<file path="config.mk">
export PLATFORM = sky130hd
export DESIGN_NAME = cfg_readback_ctrl
export DESIGN_NICKNAME = d
export VERILOG_FILES = /design/src/rtl/rb_pkg.sv /design/src/rtl/rb_frame_ram.sv /design/src/rtl/rb_req_ctrl.sv /design/src/rtl/rb_capture.sv /design/src/rtl/rb_serializer.sv /design/src/rtl/cfg_readback_ctrl.sv
export SDC_FILE = /design/constraint.sdc
export NUM_CORES = 1
export LEC_CHECK = 0
export BUFFER_PORTS_ARGS = -buffer_cell sky130_fd_sc_hd__buf_2
export CAP_MARGIN = 20
export CORE_ASPECT_RATIO = 1.25
export CORE_MARGIN = 2
export CORE_UTILIZATION = 55
export CTS_BUF_LIST = sky130_fd_sc_hd__clkbuf_2 sky130_fd_sc_hd__clkbuf_4 sky130_fd_sc_hd__clkbuf_8
export CTS_CLUSTER_DIAMETER = 30
export CTS_CLUSTER_SIZE = 24
export DETAILED_ROUTE_END_ITERATION = 12
export GPL_ROUTABILITY_DRIVEN = 1
export PLACE_DENSITY = 0.73
export SYNTH_ARGS = -nofsm -noshare
export SYNTH_HDL_FRONTEND = slang
export SYNTH_SLANG_ARGS = --single-unit
</file>
<file path="constraint.sdc">
create_clock -name clk -period 3.1 [get_ports clk]
set_input_delay 0 -clock clk [delete_from_list [all_inputs] [get_ports clk]]
set_output_delay 0 -clock clk [all_outputs]
set_load 0.05 [all_outputs]
</file>
<file path="src/rtl/rb_pkg.sv">
package rb_pkg;
  typedef enum logic [1:0] {
    ST_IDLE  = 2'd0,
    ST_WAIT  = 2'd1,
    ST_SHIFT = 2'd2,
    ST_DONE  = 2'd3
  } rb_state_e;

  localparam logic [1:0] PERM_NONE  = 2'b00;
  localparam logic [1:0] PERM_ONCE  = 2'b01;

  localparam logic [1:0] CAP_NONE   = 2'b00;
endpackage

</file>
<file path="src/rtl/rb_frame_ram.sv">
module rb_frame_ram #(
  parameter int WORD_W = 16,
  parameter int DEPTH  = 8,
  localparam int AW    = $clog2(DEPTH)
) (
  input  logic              clk,
  input  logic              wr_en,
  input  logic [AW-1:0]     wr_addr,
  input  logic [WORD_W-1:0] wr_data,
  input  logic [AW-1:0]     rd_addr,
  output logic [WORD_W-1:0] rd_data
);
  logic [WORD_W-1:0] mem [DEPTH];

  always_ff @(posedge clk) begin
    if (wr_en) mem[wr_addr] <= wr_data;
    rd_data <= mem[rd_addr];
  end
endmodule

</file>
<file path="src/rtl/rb_req_ctrl.sv">
module rb_req_ctrl
  import rb_pkg::*;
#(
  parameter int HIGH_MIN = 2,
  localparam int HW      = $clog2(HIGH_MIN + 1)
) (
  input  logic       clk,
  input  logic       rst,
  input  logic       cfg_done,
  input  logic       rd_req_n,
  input  logic [1:0] perm_mode,
  input  logic       sop,
  output logic       start_go,
  output logic       resume_go,
  output logic       kill_go,
  output logic       gts_out
);
  localparam logic [HW-1:0] HMAX = HW'(HIGH_MIN);

  logic          req_prev;
  logic [HW-1:0] hcnt;
  logic          used_q;
  logic          fall, long_high, permit;

  always_ff @(posedge clk) begin
    if (rst) begin
      req_prev <= 1'b1;
      hcnt     <= '0;
      used_q   <= 1'b0;
      gts_out  <= 1'b0;
    end else begin
      req_prev <= rd_req_n;
      if (rd_req_n) begin
        if (hcnt != HMAX) hcnt <= hcnt + 1'b1;
      end else begin
        hcnt <= '0;
      end
      if (sop) used_q <= 1'b1;
      gts_out <= ~cfg_done & ~rd_req_n;
    end
  end

  assign fall      = req_prev & ~rd_req_n;
  assign long_high = (hcnt == HMAX);
  assign permit    = perm_mode[1] | ((perm_mode == PERM_ONCE) & ~used_q);
  assign start_go  = cfg_done & fall & long_high & permit;
  assign kill_go   = cfg_done & fall & long_high & ~permit;
  assign resume_go = cfg_done & fall & ~long_high;


  used_sticky_chk: assert property (@(posedge clk) disable iff (rst)
    used_q |=> used_q);
endmodule

</file>
<file path="src/rtl/rb_capture.sv">
module rb_capture
  import rb_pkg::*;
#(
  parameter int CAP_W = 16
) (
  input  logic             clk,
  input  logic             rst,
  input  logic [1:0]       cap_mode,
  input  logic             cap_hold,
  input  logic             enter,
  input  logic [CAP_W-1:0] state_in,
  output logic [CAP_W-1:0] cap_q
);
  logic load;

  assign load = (cap_mode[0] & enter) | (cap_mode[1] & ~cap_hold);

  always_ff @(posedge clk) begin
    if (rst)       cap_q <= '0;
    else if (load) cap_q <= state_in;
  end


  cap_off_chk: assert property (@(posedge clk) disable iff (rst)
    (cap_mode == CAP_NONE) |=> $stable(cap_q));
endmodule

</file>
<file path="src/rtl/rb_serializer.sv">
module rb_serializer
  import rb_pkg::*;
#(
  parameter int FRAME_W    = 16,
  parameter int NUM_FRAMES = 8,
  parameter int LAT        = 3,
  localparam int FW        = $clog2(NUM_FRAMES + 2),
  localparam int BW        = $clog2(FRAME_W + 2),
  localparam int LW        = $clog2(LAT + 1)
) (
  input  logic               clk,
  input  logic               rst,
  input  logic               en,
  input  logic               req_hi,
  input  logic               start_go,
  input  logic               resume_go,
  input  logic               kill_go,
  input  logic [FRAME_W-1:0] ram_word,
  input  logic [FRAME_W-1:0] cap_word,
  output logic [FW-1:0]      frm_idx,
  output logic               sop,
  output logic               ser_out,
  output logic               active_o,
  output logic               done_o
);
  localparam logic [FW-1:0] CAP_F  = FW'(NUM_FRAMES);
  localparam logic [FW-1:0] END_F  = FW'(NUM_FRAMES + 1);
  localparam logic [BW-1:0] LAST_D = BW'(FRAME_W);
  localparam logic [LW-1:0] WAIT0  = LW'(LAT - 1);

  rb_state_e          state;
  logic [LW-1:0]      wcnt;
  logic [BW-1:0]      bcnt;
  logic [FRAME_W-1:0] sh;
  logic               paused;
  logic               running, step;
  logic [FRAME_W-1:0] word;

  assign running = (state == ST_WAIT) || (state == ST_SHIFT);
  assign step    = en & ~req_hi & ~start_go & ~kill_go & running & (~paused | resume_go);
  assign sop     = step & (((state == ST_WAIT) && (wcnt == '0)) ||
                           ((state == ST_SHIFT) && (bcnt == '0) && (frm_idx != END_F)));
  assign word    = (frm_idx == CAP_F) ? cap_word : ram_word;

  always_ff @(posedge clk) begin
    if (rst || !en) begin
      state    <= ST_IDLE;
      wcnt     <= '0;
      bcnt     <= '0;
      frm_idx  <= '0;
      sh       <= '0;
      paused   <= 1'b0;
      ser_out  <= 1'b1;
      active_o <= 1'b0;
      done_o   <= 1'b0;
    end else if (start_go) begin
      state    <= ST_WAIT;
      wcnt     <= WAIT0;
      bcnt     <= '0;
      frm_idx  <= '0;
      paused   <= 1'b0;
      ser_out  <= 1'b1;
      active_o <= 1'b1;
      done_o   <= 1'b0;
    end else if (kill_go) begin
      state    <= ST_IDLE;
      paused   <= 1'b0;
      ser_out  <= 1'b1;
      active_o <= 1'b0;
      done_o   <= 1'b0;
    end else if (req_hi) begin
      ser_out  <= 1'b1;
      active_o <= 1'b0;
      if (running) paused <= 1'b1;
      if (state == ST_DONE) begin
        state  <= ST_IDLE;
        done_o <= 1'b0;
      end
    end else if (step) begin
      paused   <= 1'b0;
      active_o <= 1'b1;
      if (state == ST_WAIT) begin
        if (wcnt != '0) begin
          wcnt <= wcnt - 1'b1;
        end else begin
          ser_out <= 1'b0;
          state   <= ST_SHIFT;
          bcnt    <= BW'(1);
        end
      end else if (bcnt == '0) begin
        if (frm_idx == END_F) begin
          state    <= ST_DONE;
          done_o   <= 1'b1;
          active_o <= 1'b0;
          ser_out  <= 1'b1;
        end else begin
          ser_out <= 1'b0;
          bcnt    <= BW'(1);
        end
      end else if (bcnt <= LAST_D) begin
        if (bcnt == BW'(1)) begin
          ser_out <= word[0];
          sh      <= word >> 1;
        end else begin
          ser_out <= sh[0];
          sh      <= sh >> 1;
        end
        bcnt <= bcnt + 1'b1;
      end else begin
        ser_out <= 1'b1;
        bcnt    <= '0;
        frm_idx <= frm_idx + 1'b1;
      end
    end
  end


  idle_high_chk: assert property (@(posedge clk) disable iff (rst)
    !active_o |-> ser_out);


  done_quiet_chk: assert property (@(posedge clk) disable iff (rst)
    done_o |-> (ser_out && !active_o));
endmodule

</file>
<file path="src/rtl/cfg_readback_ctrl.sv">
module cfg_readback_ctrl
  import rb_pkg::*;
#(
  parameter int FRAME_W    = 16,
  parameter int NUM_FRAMES = 8,
  parameter int LAT        = 3,
  parameter int HIGH_MIN   = 2,
  localparam int AW        = $clog2(NUM_FRAMES),
  localparam int FW        = $clog2(NUM_FRAMES + 2)
) (
  input  logic               clk,
  input  logic               rst,
  input  logic               cfg_done,
  input  logic               rd_req_n,
  input  logic [1:0]         perm_mode,
  input  logic [1:0]         cap_mode,
  input  logic               cap_hold,
  input  logic [FRAME_W-1:0] state_in,
  input  logic               cfg_wr_en,
  input  logic [AW-1:0]      cfg_wr_addr,
  input  logic [FRAME_W-1:0] cfg_wr_data,
  output logic               ser_out,
  output logic               rb_active,
  output logic               rb_done,
  output logic               gts_out
);
  logic               start_go, resume_go, kill_go, sop;
  logic [FW-1:0]      frm_idx;
  logic [FRAME_W-1:0] ram_word, cap_word;

  rb_req_ctrl #(.HIGH_MIN(HIGH_MIN)) u_req (
    .clk       (clk),
    .rst       (rst),
    .cfg_done  (cfg_done),
    .rd_req_n  (rd_req_n),
    .perm_mode (perm_mode),
    .sop       (sop),
    .start_go  (start_go),
    .resume_go (resume_go),
    .kill_go   (kill_go),
    .gts_out   (gts_out)
  );

  rb_frame_ram #(.WORD_W(FRAME_W), .DEPTH(NUM_FRAMES)) u_ram (
    .clk     (clk),
    .wr_en   (cfg_wr_en),
    .wr_addr (cfg_wr_addr),
    .wr_data (cfg_wr_data),
    .rd_addr (frm_idx[AW-1:0]),
    .rd_data (ram_word)
  );

  rb_capture #(.CAP_W(FRAME_W)) u_cap (
    .clk      (clk),
    .rst      (rst),
    .cap_mode (cap_mode),
    .cap_hold (cap_hold),
    .enter    (start_go),
    .state_in (state_in),
    .cap_q    (cap_word)
  );

  rb_serializer #(.FRAME_W(FRAME_W), .NUM_FRAMES(NUM_FRAMES), .LAT(LAT)) u_ser (
    .clk       (clk),
    .rst       (rst),
    .en        (cfg_done),
    .req_hi    (rd_req_n),
    .start_go  (start_go),
    .resume_go (resume_go),
    .kill_go   (kill_go),
    .ram_word  (ram_word),
    .cap_word  (cap_word),
    .frm_idx   (frm_idx),
    .sop       (sop),
    .ser_out   (ser_out),
    .active_o  (rb_active),
    .done_o    (rb_done)
  );


  cfg_gate_chk: assert property (@(posedge clk) disable iff (rst)
    !cfg_done |=> !rb_active);


  req_high_chk: assert property (@(posedge clk) disable iff (rst)
    rd_req_n |=> !rb_active);
endmodule

</file>
==> run_results.csv <==
group,metric,value,unit
status,status,"finished, final reports clean",
power_and_ir_drop,ir_worst_vdd,0.3167,mV
timing,worst-slew-pin-transition,0.9537,ns
synthesis,avgSynthCellArea,15.25,sq um
power_and_ir_drop,power_frac_seq,61.7,%
finish,finish.utilization,66.26,%
grt,grt_first_pass_wirelength,23930,um
die,ios,49,
timing,hold_violations,0,
min_path,worstHoldPathCells,3,
synthesis,async_flop_share,0,%
placement,gp_congestion,0.8738,
setup_path,worst_path_max_delay_cell,"dlygate4sd3_1",
placement,placed_area,8270,sq um
detailed_routing,route.detailed.drc,0,
clock_tree,worst_skew_pair.late_latency,0.48,ns
synthesis,synth-main-ff-cell,"edfxtp_1",
synthesis,synthMostInstantiatedCell,"edfxtp_1",
timing,period_needed,2.707,ns
detailed_routing,ant_nets,0,
synthesis,ys_types,52,
setup_path,reg2reg_from,"u_req.hcnt[0]",
synthesis,ys_ff_latch,197,
setup_path,required,3.46,ns
job,drv_cap,0,
setup_path,reg2reg_to,"u_cap.cap_q[9]",
setup_path,reg2reg_depth,9,
finish,drive_above_1_share,24.49,%
power_and_ir_drop,p_comb_share,4.7,%
finish,fillers,972,
detailed_routing,avgViaCountPerCell,5.592,
synthesis,yosysSeqAreaShare,66.91,%
setup_path,start_kind,"flop",
finish,areaGrowthSynthToFinish,17.72,%
finish,fin_nets,675,
timing,skew,0.009130,ns
min_path,min_from,"perm_mode[1]",
clock_tree,cts_setup_buffers,0,
die,die_area,15170,sq um
setup_path,r2r_setup_slack,0.39,ns
die,dieHeight,137.2,um
clock_tree,cts.clk_slew.worst_paths,0.10,ns
timing,rsz0062_at_grt,"false",
synthesis,synth_top_area_cell,"edfxtp_1",
detailed_routing,firstDrtPassIters,4,
power_and_ir_drop,p_sw,0.001107,W
timing,maxSlewViolCount,0,
setup_path,cpPeakStageDelay,0.59,ns
timing,setup_tns,0,ns
min_path,hold_path_end,"u_ser.active_o",
timing,fmax,369.4,MHz
grt,grtUsageTotal,20.76,%
grt,grt_antenna_before_repair,0,
power_and_ir_drop,p_clk_share,33.6,%
die,rows,48,
detailed_routing,drtIter0Drc,264,
setup_path,arrival,3.07,ns
min_path,hold_class,"in -> reg",
synthesis,synth_common_cells,"128 x edfxtp_1, 69 x dfxtp_1, 54 x nor2_1, 33 x mux2i_1, 32 x mux4_2",
die,core_area,13870,sq um
power_and_ir_drop,powerDensity,509.7,nW/um^2
setup_path,path_class,"reg -> reg",
detailed_routing,vias,4518,
setup_path,worstSetupPathDepth,9,
timing,setup-violations-final,0,
synthesis,syn_inst,512,
clock_tree,cts_hold_buffers,54,
setup_path,worstPathMaxFanout,16,
clock_tree,cts.root.buffer_cell,"clkbuf_8",
grt,grt_max_degree,36,
power_and_ir_drop,p_int,0.003578,W
die,initial_core_util,56.29,%
synthesis,synth_area,7809,sq um
finish,multi_input_area,2442,sq um
synthesis,synth.area.top_cells,"edfxtp_1 49%, dfxtp_1 18%, mux4_2 9.2%",
grt,grt_pass1_vias,4645,
synthesis,synth_edf_count,128,
grt,grt_overflow,0,
timing,worst_slack,0.3927,ns
synthesis,syn_nets,567,
placement,dpl.hpwl,9060,um
finish,final_cell_area,9193,sq um
die,die_w,110.6,um
setup_path,path_buf_inv,3,
synthesis,yosysWarnings,0,
synthesis,yosysTopAreaCellShare,49.22,%
power_and_ir_drop,p_sw_share,23.63,%
clock_tree,cts_tree,"yes",
clock_tree,clk_path_buf_depth,2,
clock_tree,h-tree-depth,4,
placement,pre_cts_slack,0.7509,ns
detailed_routing,wl_per_cell,18.40,um
setup_path,crit_chain,"inv_1 -> ha_1 -> nand4b_1 -> o21bai_1 -> o22ai_2 -> buf_4 -> mux2i_1 -> nor2_1 -> dlygate4sd3_1",
finish,diodes,0,
clock_tree,numCtsBuffers,17,
power_and_ir_drop,leakage,3.266,nW
finish,ff_latch_area,5226,sq um
timing,finalCritPeriodShare,87.33,%
clock_tree,cts.sinks,197,
setup_path,cp-end-kind,"flop",
timing,max_slew_margin,36.21,%
setup_path,crit_family,"buffers and inverters",
detailed_routing,wirelength,14870,um
placement,port_buffers,48,
clock_tree,cts_resized,0,
-- cell families (layout without fill, tap and decap cells) --
group | count (synthesis) | in the layout | synth area share [%]
AO/OA/AOI/OAI | 62 | 62 | 5.400
XOR/XNOR | 4 | 4 | 0.4487
adder cells (fa/ha/maj) | 10 | 10 | 1.602
buffers and inverters | 38 | 159 | 2.019
flip-flops | 197 | 197 | 66.91
multiplexers | 83 | 83 | 16.06
AND/OR/NAND/NOR | 118 | 118 | 7.563
-- worst min-delay path, delay by kind of cell --
family / cells / cell delay [ns]
AO/OA/AOI/OAI: 2 / 0.40
buffers and inverters: 1 / 0.08
-- through the flow --
stage          hold slack, ns  std cells  total power [W]
2_1_floorplan         0.07187        512         0.003031
3_3_place_gp           0.2367        722         0.003107
3_5_place_dp           0.2395        722         0.003120
4_1_cts              0.008931        808         0.004710
5_1_grt               0.01965        808         0.004830
6_report              0.02741        808         0.004685
-- layout by cell type, fill, tap and decap left out, types with 3 or more instances in the layout --
cell | synthesis | layout
o2bb2ai_1 | 14 | 14
edfxtp_1 | 128 | 128
nor3_1 | 8 | 6
nand2b_1 | 5 | 5
buf_4 | 1 | 13
mux4_2 | 32 | 32
dlygate4sd3_1 | 0 | 54
dfxtp_1 | 69 | 68
clkinvlp_4 | 0 | 3
inv_6 | 0 | 5
inv_1 | 12 | 12
nand2_1 | 17 | 17
inv_8 | 0 | 5
nand4b_1 | 4 | 4
mux2_2 | 18 | 18
buf_2 | 8 | 48
ha_1 | 10 | 10
a211oi_1 | 3 | 3
o21ai_0 | 5 | 5
mux2i_1 | 33 | 33
nand3_1 | 9 | 9
a21oi_1 | 24 | 24
clkbuf_8 | 0 | 17
nor2_1 | 54 | 54
-- layer usage --
layer	up-vias	global-route usage, %	wire, um
li1	2165	-	-
met1	2217	25.82	6482
met2	107	35.51	7510
met3	29	4.443	515
met4	0	9.167	360
met5	-	0	0
-- sequential cells by signal (all words and copies together), names as in the netlist --
| name | flops |
|---|---|
| u_cap.cap_q | 16 |
| u_ram.mem | 128 |
| u_ram.rd_data | 16 |
| u_req.gts_out | 1 |
| u_req.hcnt | 2 |
| u_req.req_prev | 1 |
| u_req.used_q | 1 |
| u_ser.active_o | 1 |
| u_ser.bcnt | 5 |
| u_ser.done_o | 1 |
| u_ser.frm_idx | 4 |
| u_ser.paused | 1 |
| u_ser.ser_out | 1 |
| u_ser.sh | 15 |
| u_ser.state | 2 |
| u_ser.wcnt | 2 |
-- cell type report --
type	instances	share of cell area, %
clock inverters	15	1.606
multi-input cells	277	26.57
flip-flops and latches	197	56.85
repair buffers	115	9.555
well taps	175	2.382
inverters	12	0.4900
clock buffers	17	2.545
-- worst max-delay path by stage --
stage | start | end | slack, ns
global route | u_req.hcnt[0] | u_cap.cap_q[9] | 0.17
CTS | u_req.hcnt[0] | u_cap.cap_q[9] | 0.42
finish | u_req.hcnt[0] | u_cap.cap_q[9] | 0.39
detailed placement | u_ser.bcnt[0] | u_ser.sh[9] | 0.75
floorplan | u_ser.frm_idx[0] | u_ser.sh[5] | 0.59
global placement | u_ser.bcnt[0] | u_ser.sh[12] | 0.87
-- power by group through the flow --
| stage | logic (W) | registers (W) | clock network [W] |
|---|---|---|---|
| 6_report | 0.000221 | 0.00289 | 0.00157 |
| 5_1_grt | 0.000241 | 0.00290 | 0.00169 |
| 4_1_cts | 0.000221 | 0.00289 | 0.00160 |
| 3_5_place_dp | 0.000170 | 0.00295 | 0 |
| 3_3_place_gp | 0.000163 | 0.00294 | 0 |
| 2_1_floorplan | 0.0000871 | 0.00294 | 0 |
Power figures use the tool's default switching activity.
